--- config.mk ---
export PLATFORM = sky130hd
export DESIGN_NAME = tw_cfg_slave
export DESIGN_NICKNAME = d
export VERILOG_FILES = /design/src/rtl/tw_cfg_pkg.sv /design/src/rtl/tw_sync.sv /design/src/rtl/tw_frame.sv /design/src/rtl/tw_reg_bank.sv /design/src/rtl/tw_ctrl_decode.sv /design/src/rtl/tw_cfg_slave.sv
export SDC_FILE = /design/constraint.sdc
export NUM_CORES = 1
export LEC_CHECK = 0
export BUFFER_PORTS_ARGS = -buffer_cell sky130_fd_sc_hd__buf_2
export CAP_MARGIN = 15
export CORE_UTILIZATION = 35
export CTS_CLUSTER_DIAMETER = 40
export CTS_CLUSTER_SIZE = 20
export DETAILED_ROUTE_END_ITERATION = 16
export GPL_ROUTABILITY_DRIVEN = 0
export PLACE_DENSITY_LB_ADDON = 0.25
export SLEW_MARGIN = 20
export SYNTH_ARGS = -nofsm -noshare
export SYNTH_HDL_FRONTEND = slang
export SYNTH_SLANG_ARGS = --single-unit
--- constraint.sdc ---
create_clock -name clk -period 1.9 [get_ports clk]
set_input_delay 0.19 -clock clk [delete_from_list [all_inputs] [get_ports clk]]
set_output_delay 0.19 -clock clk [all_outputs]
set_load 0.05 [all_outputs]
--- src/rtl/tw_cfg_pkg.sv ---
package tw_cfg_pkg;
  localparam int DATA_W = 8;
  localparam int ADDR_W = 8;
  localparam int OFF_W  = 4;
  localparam int PAGE_W = ADDR_W - 1 - OFF_W;
  localparam int N_GAIN = 3;

  localparam logic [DATA_W-1:0] CTRL_RST  = 8'h01;
  localparam logic [DATA_W-1:0] GAIN_RST  = 8'hFF;
  localparam logic [DATA_W-1:0] CTRL_KEEP = 8'hFD;

  localparam logic [1:0] CH_BD  = 2'd0;
  localparam logic [1:0] CH_DVD = 2'd1;
  localparam logic [1:0] CH_CD  = 2'd2;

  localparam logic [2:0] GM_HIGH2 = 3'd0;
  localparam logic [2:0] GM_HIGH1 = 3'd1;
  localparam logic [2:0] GM_MID2  = 3'd2;
  localparam logic [2:0] GM_MID1  = 3'd3;
  localparam logic [2:0] GM_LOW   = 3'd4;

  function automatic logic [PAGE_W-1:0] tw_page_of(input logic [1:0] strap);
    case (strap)
      2'b00:   return PAGE_W'(0);
      2'b01:   return PAGE_W'(1);
      default: return PAGE_W'(7);
    endcase
  endfunction
endpackage

--- src/rtl/tw_sync.sv ---
module tw_sync #(
  parameter int W      = 3,
  parameter int STAGES = 2
) (
  input  logic         clk,
  input  logic         rst_n,
  input  logic [W-1:0] d_i,
  output logic [W-1:0] q_o
);
  logic [STAGES-1:0][W-1:0] stg;

  always_ff @(posedge clk or negedge rst_n) begin
    if (!rst_n) stg <= '0;
    else        stg <= {stg[STAGES-2:0], d_i};
  end

  assign q_o = stg[STAGES-1];
endmodule

--- src/rtl/tw_frame.sv ---
module tw_frame
  import tw_cfg_pkg::*;
#(
  parameter int AW = ADDR_W,
  parameter int DW = DATA_W,
  localparam int FRAME_BITS = AW + DW,
  localparam int CNT_W = $clog2(FRAME_BITS + 1)
) (
  input  logic             clk,
  input  logic             rst_n,
  input  logic             sen_s_i,
  input  logic             sclk_s_i,
  input  logic             sdio_s_i,
  input  logic [DW-1:0]    rd_data_i,
  input  logic             rd_hit_i,
  output logic [AW-2:0]    look_addr_o,
  output logic [AW-1:0]    frame_addr_o,
  output logic [DW-1:0]    wr_data_o,
  output logic             wr_stb_o,
  output logic [CNT_W-1:0] bit_cnt_o,
  output logic             sdio_o,
  output logic             sdio_oe_o
);
  localparam logic [CNT_W-1:0] LAST_ADDR = CNT_W'(AW - 1);
  localparam logic [CNT_W-1:0] FIRST_DAT = CNT_W'(AW);
  localparam logic [CNT_W-1:0] LAST_BIT  = CNT_W'(FRAME_BITS - 1);
  localparam logic [CNT_W-1:0] DONE      = CNT_W'(FRAME_BITS);

  logic             sclk_prev;
  logic             sclk_rise, sclk_fall;
  logic [CNT_W-1:0] cnt;
  logic [AW-1:0]    addr_sh, addr_next;
  logic [DW-1:0]    data_sh, rd_sh;
  logic             is_rd, rd_live, oe_q, dout_q, stb_q;

  assign sclk_rise = sclk_s_i & ~sclk_prev;
  assign sclk_fall = ~sclk_s_i & sclk_prev;
  assign addr_next = {addr_sh[AW-2:0], sdio_s_i};

  always_ff @(posedge clk or negedge rst_n) begin
    if (!rst_n) sclk_prev <= 1'b0;
    else        sclk_prev <= sclk_s_i;
  end

  always_ff @(posedge clk or negedge rst_n) begin
    if (!rst_n) begin
      cnt     <= '0;
      addr_sh <= '0;
      data_sh <= '0;
      rd_sh   <= '0;
      is_rd   <= 1'b0;
      rd_live <= 1'b0;
      oe_q    <= 1'b0;
      dout_q  <= 1'b0;
      stb_q   <= 1'b0;
    end else begin
      stb_q <= 1'b0;
      if (!sen_s_i) begin
        cnt     <= '0;
        is_rd   <= 1'b0;
        rd_live <= 1'b0;
        oe_q    <= 1'b0;
      end else begin
        if (sclk_rise && cnt < DONE) begin
          cnt <= cnt + 1'b1;
          if (cnt < FIRST_DAT) begin
            addr_sh <= addr_next;
            if (cnt == LAST_ADDR) begin
              is_rd   <= addr_next[AW-1];
              rd_live <= addr_next[AW-1] & rd_hit_i;
              rd_sh   <= rd_data_i;
            end
          end else begin
            data_sh <= {data_sh[DW-2:0], sdio_s_i};
            if (cnt == LAST_BIT && !is_rd) stb_q <= 1'b1;
          end
        end
        if (sclk_fall && rd_live) begin
          if (cnt >= FIRST_DAT && cnt < DONE) begin
            oe_q   <= 1'b1;
            dout_q <= rd_sh[DW-1];
            rd_sh  <= {rd_sh[DW-2:0], 1'b0};
          end else if (cnt == DONE) begin
            oe_q <= 1'b0;
          end
        end
      end
    end
  end

  assign look_addr_o  = addr_next[AW-2:0];
  assign frame_addr_o = addr_sh;
  assign wr_data_o    = data_sh;
  assign wr_stb_o     = stb_q;
  assign bit_cnt_o    = cnt;
  assign sdio_o       = dout_q;
  assign sdio_oe_o    = oe_q;
endmodule

--- src/rtl/tw_reg_bank.sv ---
module tw_reg_bank
  import tw_cfg_pkg::*;
(
  input  logic                          clk,
  input  logic                          rst_n,
  input  logic [1:0]                    strap_i,
  input  logic [ADDR_W-2:0]             look_addr_i,
  output logic [DATA_W-1:0]             rd_data_o,
  output logic                          rd_hit_o,
  input  logic                          wr_stb_i,
  input  logic [ADDR_W-2:0]             wr_addr_i,
  input  logic [DATA_W-1:0]             wr_data_i,
  output logic [DATA_W-1:0]             ctrl_o,
  output logic [N_GAIN-1:0][DATA_W-1:0] gain_o
);
  logic [PAGE_W-1:0]              page;
  logic [OFF_W-1:0]               look_off, wr_off;
  logic                           wr_hit;
  logic [DATA_W-1:0]              ctrl_q;
  logic [N_GAIN-1:0][DATA_W-1:0]  gain_q;

  assign page     = tw_page_of(strap_i);
  assign look_off = look_addr_i[OFF_W-1:0];
  assign wr_off   = wr_addr_i[OFF_W-1:0];
  assign rd_hit_o = (look_addr_i[ADDR_W-2:OFF_W] == page);
  assign wr_hit   = wr_stb_i && (wr_addr_i[ADDR_W-2:OFF_W] == page);

  always_comb begin
    rd_data_o = '0;
    if (look_off == '0) rd_data_o = ctrl_q;
    for (int g = 0; g < N_GAIN; g++) begin
      if (look_off == OFF_W'(g + 1)) rd_data_o = gain_q[g];
    end
  end

  always_ff @(posedge clk or negedge rst_n) begin
    if (!rst_n) begin
      ctrl_q <= CTRL_RST;
      gain_q <= {N_GAIN{GAIN_RST}};
    end else if (wr_hit) begin
      if (wr_off == '0) ctrl_q <= wr_data_i & CTRL_KEEP;
      for (int g = 0; g < N_GAIN; g++) begin
        if (wr_off == OFF_W'(g + 1)) gain_q[g] <= wr_data_i;
      end
    end
  end

  assign ctrl_o = ctrl_q;
  assign gain_o = gain_q;
endmodule

--- src/rtl/tw_ctrl_decode.sv ---
module tw_ctrl_decode
  import tw_cfg_pkg::*;
(
  input  logic [1:0]                    pwr_f_i,
  input  logic [1:0]                    ig1_f_i,
  input  logic [1:0]                    ch_f_i,
  input  logic                          ig2_f_i,
  input  logic [N_GAIN-1:0][DATA_W-1:0] gain_i,
  output logic                          pwr_on_o,
  output logic [1:0]                    chan_o,
  output logic [2:0]                    gmode_o,
  output logic [DATA_W-1:0]             gain_code_o
);
  always_comb begin
    pwr_on_o = &pwr_f_i;

    if (!ch_f_i[1])     chan_o = CH_BD;
    else if (!ch_f_i[0]) chan_o = CH_DVD;
    else                chan_o = CH_CD;

    if (ig2_f_i) begin
      gmode_o = ig1_f_i[1] ? GM_HIGH1 : GM_HIGH2;
    end else begin
      case (ig1_f_i)
        2'b11:   gmode_o = GM_LOW;
        2'b10:   gmode_o = GM_MID1;
        default: gmode_o = GM_MID2;
      endcase
    end

    case (chan_o)
      CH_DVD:  gain_code_o = gain_i[1];
      CH_CD:   gain_code_o = gain_i[2];
      default: gain_code_o = gain_i[0];
    endcase
  end
endmodule

--- src/rtl/tw_cfg_slave.sv ---
module tw_cfg_slave
  import tw_cfg_pkg::*;
#(
  parameter int SYNC_STAGES = 2,
  localparam int CNT_W = $clog2(ADDR_W + DATA_W + 1)
) (
  input  logic              clk,
  input  logic              rst_n,
  input  logic              sen_i,
  input  logic              sclk_i,
  input  logic              sdio_i,
  output logic              sdio_o,
  output logic              sdio_oe,
  input  logic [1:0]        strap_i,
  output logic              pwr_on_o,
  output logic [1:0]        chan_o,
  output logic [2:0]        gmode_o,
  output logic [DATA_W-1:0] gain_code_o
);
  logic [2:0]                    pin_s;
  logic                          sen_s, sclk_s, sdio_s;
  logic [DATA_W-1:0]             rd_data, wr_data, ctrl_q;
  logic                          rd_hit, wr_stb;
  logic [ADDR_W-2:0]             look_addr;
  logic [ADDR_W-1:0]             frame_addr;
  logic [CNT_W-1:0]              frame_cnt;
  logic [N_GAIN-1:0][DATA_W-1:0] gain_q;

  tw_sync #(.W(3), .STAGES(SYNC_STAGES)) u_sync (
    .clk   (clk),
    .rst_n (rst_n),
    .d_i   ({sdio_i, sclk_i, sen_i}),
    .q_o   (pin_s)
  );

  assign sen_s  = pin_s[0];
  assign sclk_s = pin_s[1];
  assign sdio_s = pin_s[2];

  tw_frame u_frame (
    .clk          (clk),
    .rst_n        (rst_n),
    .sen_s_i      (sen_s),
    .sclk_s_i     (sclk_s),
    .sdio_s_i     (sdio_s),
    .rd_data_i    (rd_data),
    .rd_hit_i     (rd_hit),
    .look_addr_o  (look_addr),
    .frame_addr_o (frame_addr),
    .wr_data_o    (wr_data),
    .wr_stb_o     (wr_stb),
    .bit_cnt_o    (frame_cnt),
    .sdio_o       (sdio_o),
    .sdio_oe_o    (sdio_oe)
  );

  tw_reg_bank u_bank (
    .clk         (clk),
    .rst_n       (rst_n),
    .strap_i     (strap_i),
    .look_addr_i (look_addr),
    .rd_data_o   (rd_data),
    .rd_hit_o    (rd_hit),
    .wr_stb_i    (wr_stb),
    .wr_addr_i   (frame_addr[ADDR_W-2:0]),
    .wr_data_i   (wr_data),
    .ctrl_o      (ctrl_q),
    .gain_o      (gain_q)
  );

  tw_ctrl_decode u_dec (
    .pwr_f_i     (ctrl_q[7:6]),
    .ig1_f_i     (ctrl_q[5:4]),
    .ch_f_i      (ctrl_q[3:2]),
    .ig2_f_i     (ctrl_q[0]),
    .gain_i      (gain_q),
    .pwr_on_o    (pwr_on_o),
    .chan_o      (chan_o),
    .gmode_o     (gmode_o),
    .gain_code_o (gain_code_o)
  );
endmodule

# Yosys cells after proc, flatten, opt, wreduce, memory -nomap -nowiden
# Index checks and enable logic that the tools add are counted.
dict set report totals {
  regBits 71
  word_cells 100
}
dict set report op_classes {
  add_sub_neg 1
  n_lt_le_gt_ge 3
  n_eq_ne 21
  muxes 34
  bitwise_logic 6
  n_reduce_logical 19
}
# cell n
set ops {}
lappend ops {{2-to-1 mux 8 bit} 9}
lappend ops {{2-to-1 mux 1 bit} 17}
lappend ops {{equality test 4 x 2 -> 1 bit, second input constant} 4}
lappend ops {{case mux 8 bit (2 select lines)} 1}
lappend ops {{case mux 3 bit (2 select lines)} 2}
lappend ops {{AND reduction 2 bit} 6}
lappend ops {{AND reduction 3 bit} 4}
lappend ops {{2-to-1 mux 5 bit} 2}
lappend ops {{equality test 4 x 1 -> 1 bit, second input constant} 2}
lappend ops {{logical NOT 4 bit} 2}
lappend ops {{!= test 2 x 1 -> 1 bit, second input constant} 4}
lappend ops {{equality test 2 bit, second input constant} 3}
lappend ops {{equality test 3 bit} 2}
lappend ops {{adder 5 x 1 -> 5 bit, second input constant} 1}
lappend ops {{equality test 5 x 3 -> 1 bit, second input constant} 1}
lappend ops {{equality test 5 x 4 -> 1 bit, second input constant} 1}
lappend ops {{equality test 5 bit, second input constant} 1}
lappend ops {{greater-or-equal comparator 5 x 4 -> 1 bit, second input constant} 1}
lappend ops {{logical AND 1 bit} 5}
lappend ops {{less-than comparator 5 x 4 -> 1 bit, second input constant} 1}
lappend ops {{less-than comparator 5 bit, second input constant} 1}
lappend ops {{equality test 2 x 1 -> 1 bit, second input constant} 2}
lappend ops {{2-to-1 mux 2 bit} 2}
lappend ops {{bitwise AND 1 bit} 3}
lappend ops {{other kinds (5)} 7}

# Depth between registers and ports, before layout
dict set report logic_depth {
  depth_word 10
  mapped_depth 6
  depth_no_buf 5
}

# By module
# From an unflattened synthesis, not the netlist that was laid out.
dict set report unflattened {
  cells_unflattened 270
  area_unflattened_um2 3544.6
}
# module instances cells_per_inst area_each_um2 seq_area_each_um2
set by_module_without_submodules {}
lappend by_module_without_submodules {tw_frame 1 127 1576.5 875.8}
lappend by_module_without_submodules {tw_reg_bank 1 100 1570.3 807.0}
lappend by_module_without_submodules {tw_ctrl_decode 1 34 225.2 0.0}
lappend by_module_without_submodules {tw_sync 1 9 172.7 150.1}

# Worst setup path after synthesis
# Ideal clock, no wire load.
dict set report synth_timing {
  kind {register -> output}
  from {reg u_bank.ctrl_q[0] (netlist: u_bank.ctrl_o[0])}
  to {out gmode_o[0]}
  arrival_time_ps 1700
  required_ps 1710
  slack_ps 10
  path_stages_with_launch 3
  path_buffers 0
  path_cell_list {dfstp_2 inv_1 a21boi_0}
}
dict set report synth_via {
  elab_chain_cells 1
}
# item line
set synth_lines {}
lappend synth_lines {{start, declared} tw_reg_bank.sv:19} ;# logic [DATA_W-1:0] ctrl_q;
lappend synth_lines {{start signal, assigned} tw_reg_bank.sv:41} ;# if (wr_off == '0) ctrl_q <= wr_data_i & CTRL_KEEP;
lappend synth_lines {{2-to-1 mux 3 bit} tw_ctrl_decode.sv:21} ;# if (ig2_f_i) begin
lappend synth_lines {{end, declared} tw_cfg_slave.sv:17} ;# output logic [2:0] gmode_o,
# Every way passes these cells.

# Worst setup path in the final report
dict set report layout_timing {
  from {reg u_frame.addr_sh[4] (netlist: u_frame.frame_addr_o[4])}
  to {reg u_bank.ctrl_q[3] (netlist: u_bank.ctrl_o[3])}
}
dict set report layout_via {
  elab_chain_cells 3
}
# item line
set layout_lines {}
lappend layout_lines {{start, declared} tw_frame.sv:32} ;# logic [AW-1:0] addr_sh, addr_next;
lappend layout_lines {{start signal, assigned} tw_frame.sv:67} ;# addr_sh <= addr_next;
lappend layout_lines {{equality test 3 bit} tw_reg_bank.sv:26} ;# assign wr_hit = wr_stb_i && (wr_addr_i[ADDR_W-2:OFF_W] == page);
lappend layout_lines {{logical AND 1 bit} tw_reg_bank.sv:26}
lappend layout_lines {{AND reduction 2 bit (no source line)} -}
# Every way passes these cells.
# A chain may end at the register's enable or synchronous reset.

==> metrics.cfg <==
[outcome]
outcome=completed

[pwr]
leakagePower_nw=1.72
power_w=0.00320
peakVddDrop_mv=0.404
p_per_area_mw_per_mm2=818

[clock_network]
cts.sinks=71
cts_buffers=9
clk_latency_ns=0.34
h-tree-depth=3
clockBufferDepth=2
root_buffer=clkbuf_8
path_clk_slew_ns=0.07
cts_tree=built
post_cts_buffers=0

[cells_and_area]
multi_input_comb_area_mm2=0.00147
seqCellArea_mm2=0.00181
layout.nets=306
fill_cells=889
fin_util_pct=42.3
antennaDiodeCount=0
areaGrowthSynthToFinish_pct=17.4
drive_above_1_share_pct=45.8

[worst_setup_path]
reg2reg_depth=4
r2r_setup_slack_ns=0.11
cp-end-kind=flop
critPathLaunchType=flop
r2r_start=u_frame.frame_addr_o[4]$_DFFE_PN0P_
worstPathArrival_ns=2.02
critical_path_class=reg2reg
worstSetupStartpoint=u_frame.frame_addr_o[4]$_DFFE_PN0P_
crit_path_end=u_bank.ctrl_o[3]$_DFFE_PN0P_
cp.required_ns=2.12
cp_max_fo=7
r2r_end=u_bank.ctrl_o[3]$_DFFE_PN0P_

[placement]
dpl_worst_slack_ns=0.117
dp_hpwl_um=4720
portBuffers=22

[sta]
maxSlewHeadroom_pct=60.0
finalSetupViolations=0
max_freq_mhz=558
period_needed_ns=1.79
layout_setup_ws_ns=0.107
fin_tns_setup_ns=0
tightest_slew_ns=0.599
timing.final.hold_violations=0
report.final.slew_viol_count=0
skew_ns=0.00864
min_period_over_period_pct=94.4
rsz0062_at_grt=false

[synth]
synth_cell_types=45
ys_warn_count=0
ys.flop_type=dfrtp_1
synth_top_area_share_pct=34.6
synth_area_leaders=dfrtp_1 (35%), dfstp_2 (20%), mux2_2 (16%)
ys_ff_latch=71
async_flop_share_pct=100
ys_seq_area_share_pct=54.3
syn_inst=255
synth_top_cell_by_area=dfrtp_1
netlist_area_mm2=0.00333
synth_edf_count=0
synth_nets=265
syn_area_per_cell_um2=13.1

[floorplanning]
die_x_um=99.6
dieArea_mm2=0.00991
die_h_um=99.6
placementRows=35
initial_utilization_pct=36.0
coreArea_mm2=0.00924
ios=23

[global_routing]
gr-total-overflow=0
grt_antenna_before_repair=0
grt_pass1_wl_um=11400
grt_usage_pct=15.3
grt_pass1_vias=2168
grt_max_degree=48

[drt]
routed_wirelength_um=6770
viasPerCell=4.94
drt_iter0_drc=78
drc=0
wl_per_cell_um=15.7
drtPass1Iterations=4
ant_nets=0
vias=2124

[min_path]
hold_path_class=in2reg

[flow_run]
maxCapViolations=0

## area by class of cell
type | instances | share of cell area (%)
sequential | 71 | 46.3
multi-input combinational | 171 | 37.6
timing repair buffer | 39 | 6.34
tap | 129 | 4.13
clock buffer | 10 | 3.52
clock inverter | 6 | 1.76
inverter | 4 | 0.384
## critical path: stages, from the launching register on
cell and delay, ns:
dfrtp_1 0.43, xor2_1 0.19, o41ai_4 0.37, nand3b_2 0.33, mux2_2 0.36
## cell usage after synthesis, types with 4 or more instances
master	n
buf_2	4
dfstp_2	25
nand2_1	9
a211oi_1	10
nor2b_1	9
mux2i_1	15
dfrtp_1	46
a221o_1	7
mux2_2	48
a21oi_1	12
nor2_1	11
clkbuf_1	4
and2_1	6
inv_1	4
## sequential cells by signal, summed over array words and instances (netlist names), 3 cells and up
register / count
u_bank.ctrl_o: 7
u_bank.gain_o: 24
u_frame.bit_cnt_o: 5
u_frame.frame_addr_o: 7
u_frame.rd_sh: 8
u_frame.wr_data_o: 8
u_sync.q_o: 3
u_sync.stg: 3
## routing by layer
metal | track usage, % | vias to the layer above | wire, µm
li1 | - | 1021 | -
met1 | 20.7 | 1076 | 3340
met2 | 23.9 | 21 | 3220
met3 | 3.16 | 6 | 143
met4 | 6.79 | 0 | 59
met5 | 0 | - | 0
## cells by family (layout without fill, tap and decap cells)
logic type               Yosys count  in the layout  share of synthesized area [%]
buffers and inverters             13             59                           1.61
AND/OR/NAND/NOR                   60             60                           11.3
flip-flops                        71             71                           54.3
adder cells (fa/ha/maj)            3              3                           1.13
AO/OA/AOI/OAI                     40             40                           9.24
XOR/XNOR                           4              4                           1.05
multiplexers                      64             64                           21.4
## worst min-delay path by stage
stage / from / to / slack (ns) / depth (start not counted)
floorplan: rst_n / u_bank.ctrl_o[2]$_DFFE_PN0P_ / -0.11 / 0
finish: strap_i[1] / u_frame.rd_live$_DFFE_PN0P_ / 0.32 / 3
CTS: strap_i[1] / u_frame.rd_live$_DFFE_PN0P_ / 0.30 / 3
detailed placement: rst_n / u_frame.wr_data_o[3]$_DFFE_PN0P_ / 0.22 / 2
global route: strap_i[1] / u_frame.rd_live$_DFFE_PN0P_ / 0.32 / 3
global placement: rst_n / u_frame.wr_data_o[1]$_DFFE_PN0P_ / 0.22 / 2
## timing repair
| action | 4_1_cts | 5_1_grt |
|---|---|---|
| hold buffers | 4 | 0 |
| resized for setup | 0 | 2 |
| endpoints found under the hold margin | 49 | 0 |
| endpoints found under the setup margin | 0 | 8 |
## power by group
part / switching, W / internal [W] / total, W
Sequential: 0.000121 / 0.00158 / 0.00170
Clock: 0.000577 / 0.000649 / 0.00123
Combinational: 0.000133 / 0.000138 / 0.000271
Total: 0.000831 / 0.00237 / 0.00320
## stage by stage
stage	std cells	hold slack, ns	area (µm²)
finish	430	0.319	3910
global route	430	0.320	3910
CTS	430	0.300	3910
detailed placement	410	0.217	3660
global placement	410	0.216	3660
floorplan	255	-0.106	3330
## cells in the final DEF (no fill, tap or decap), types with 10 or more instances in the layout
cell,netlist,routed
a211oi_1,10,10
a21oi_1,12,12
buf_2,4,22
buf_4,0,13
clkbuf_8,0,10
dfrtp_1,46,44
dfstp_2,25,25
mux2_2,48,48
mux2i_1,15,15
nor2_1,11,11
Power figures use the tool's default switching activity.
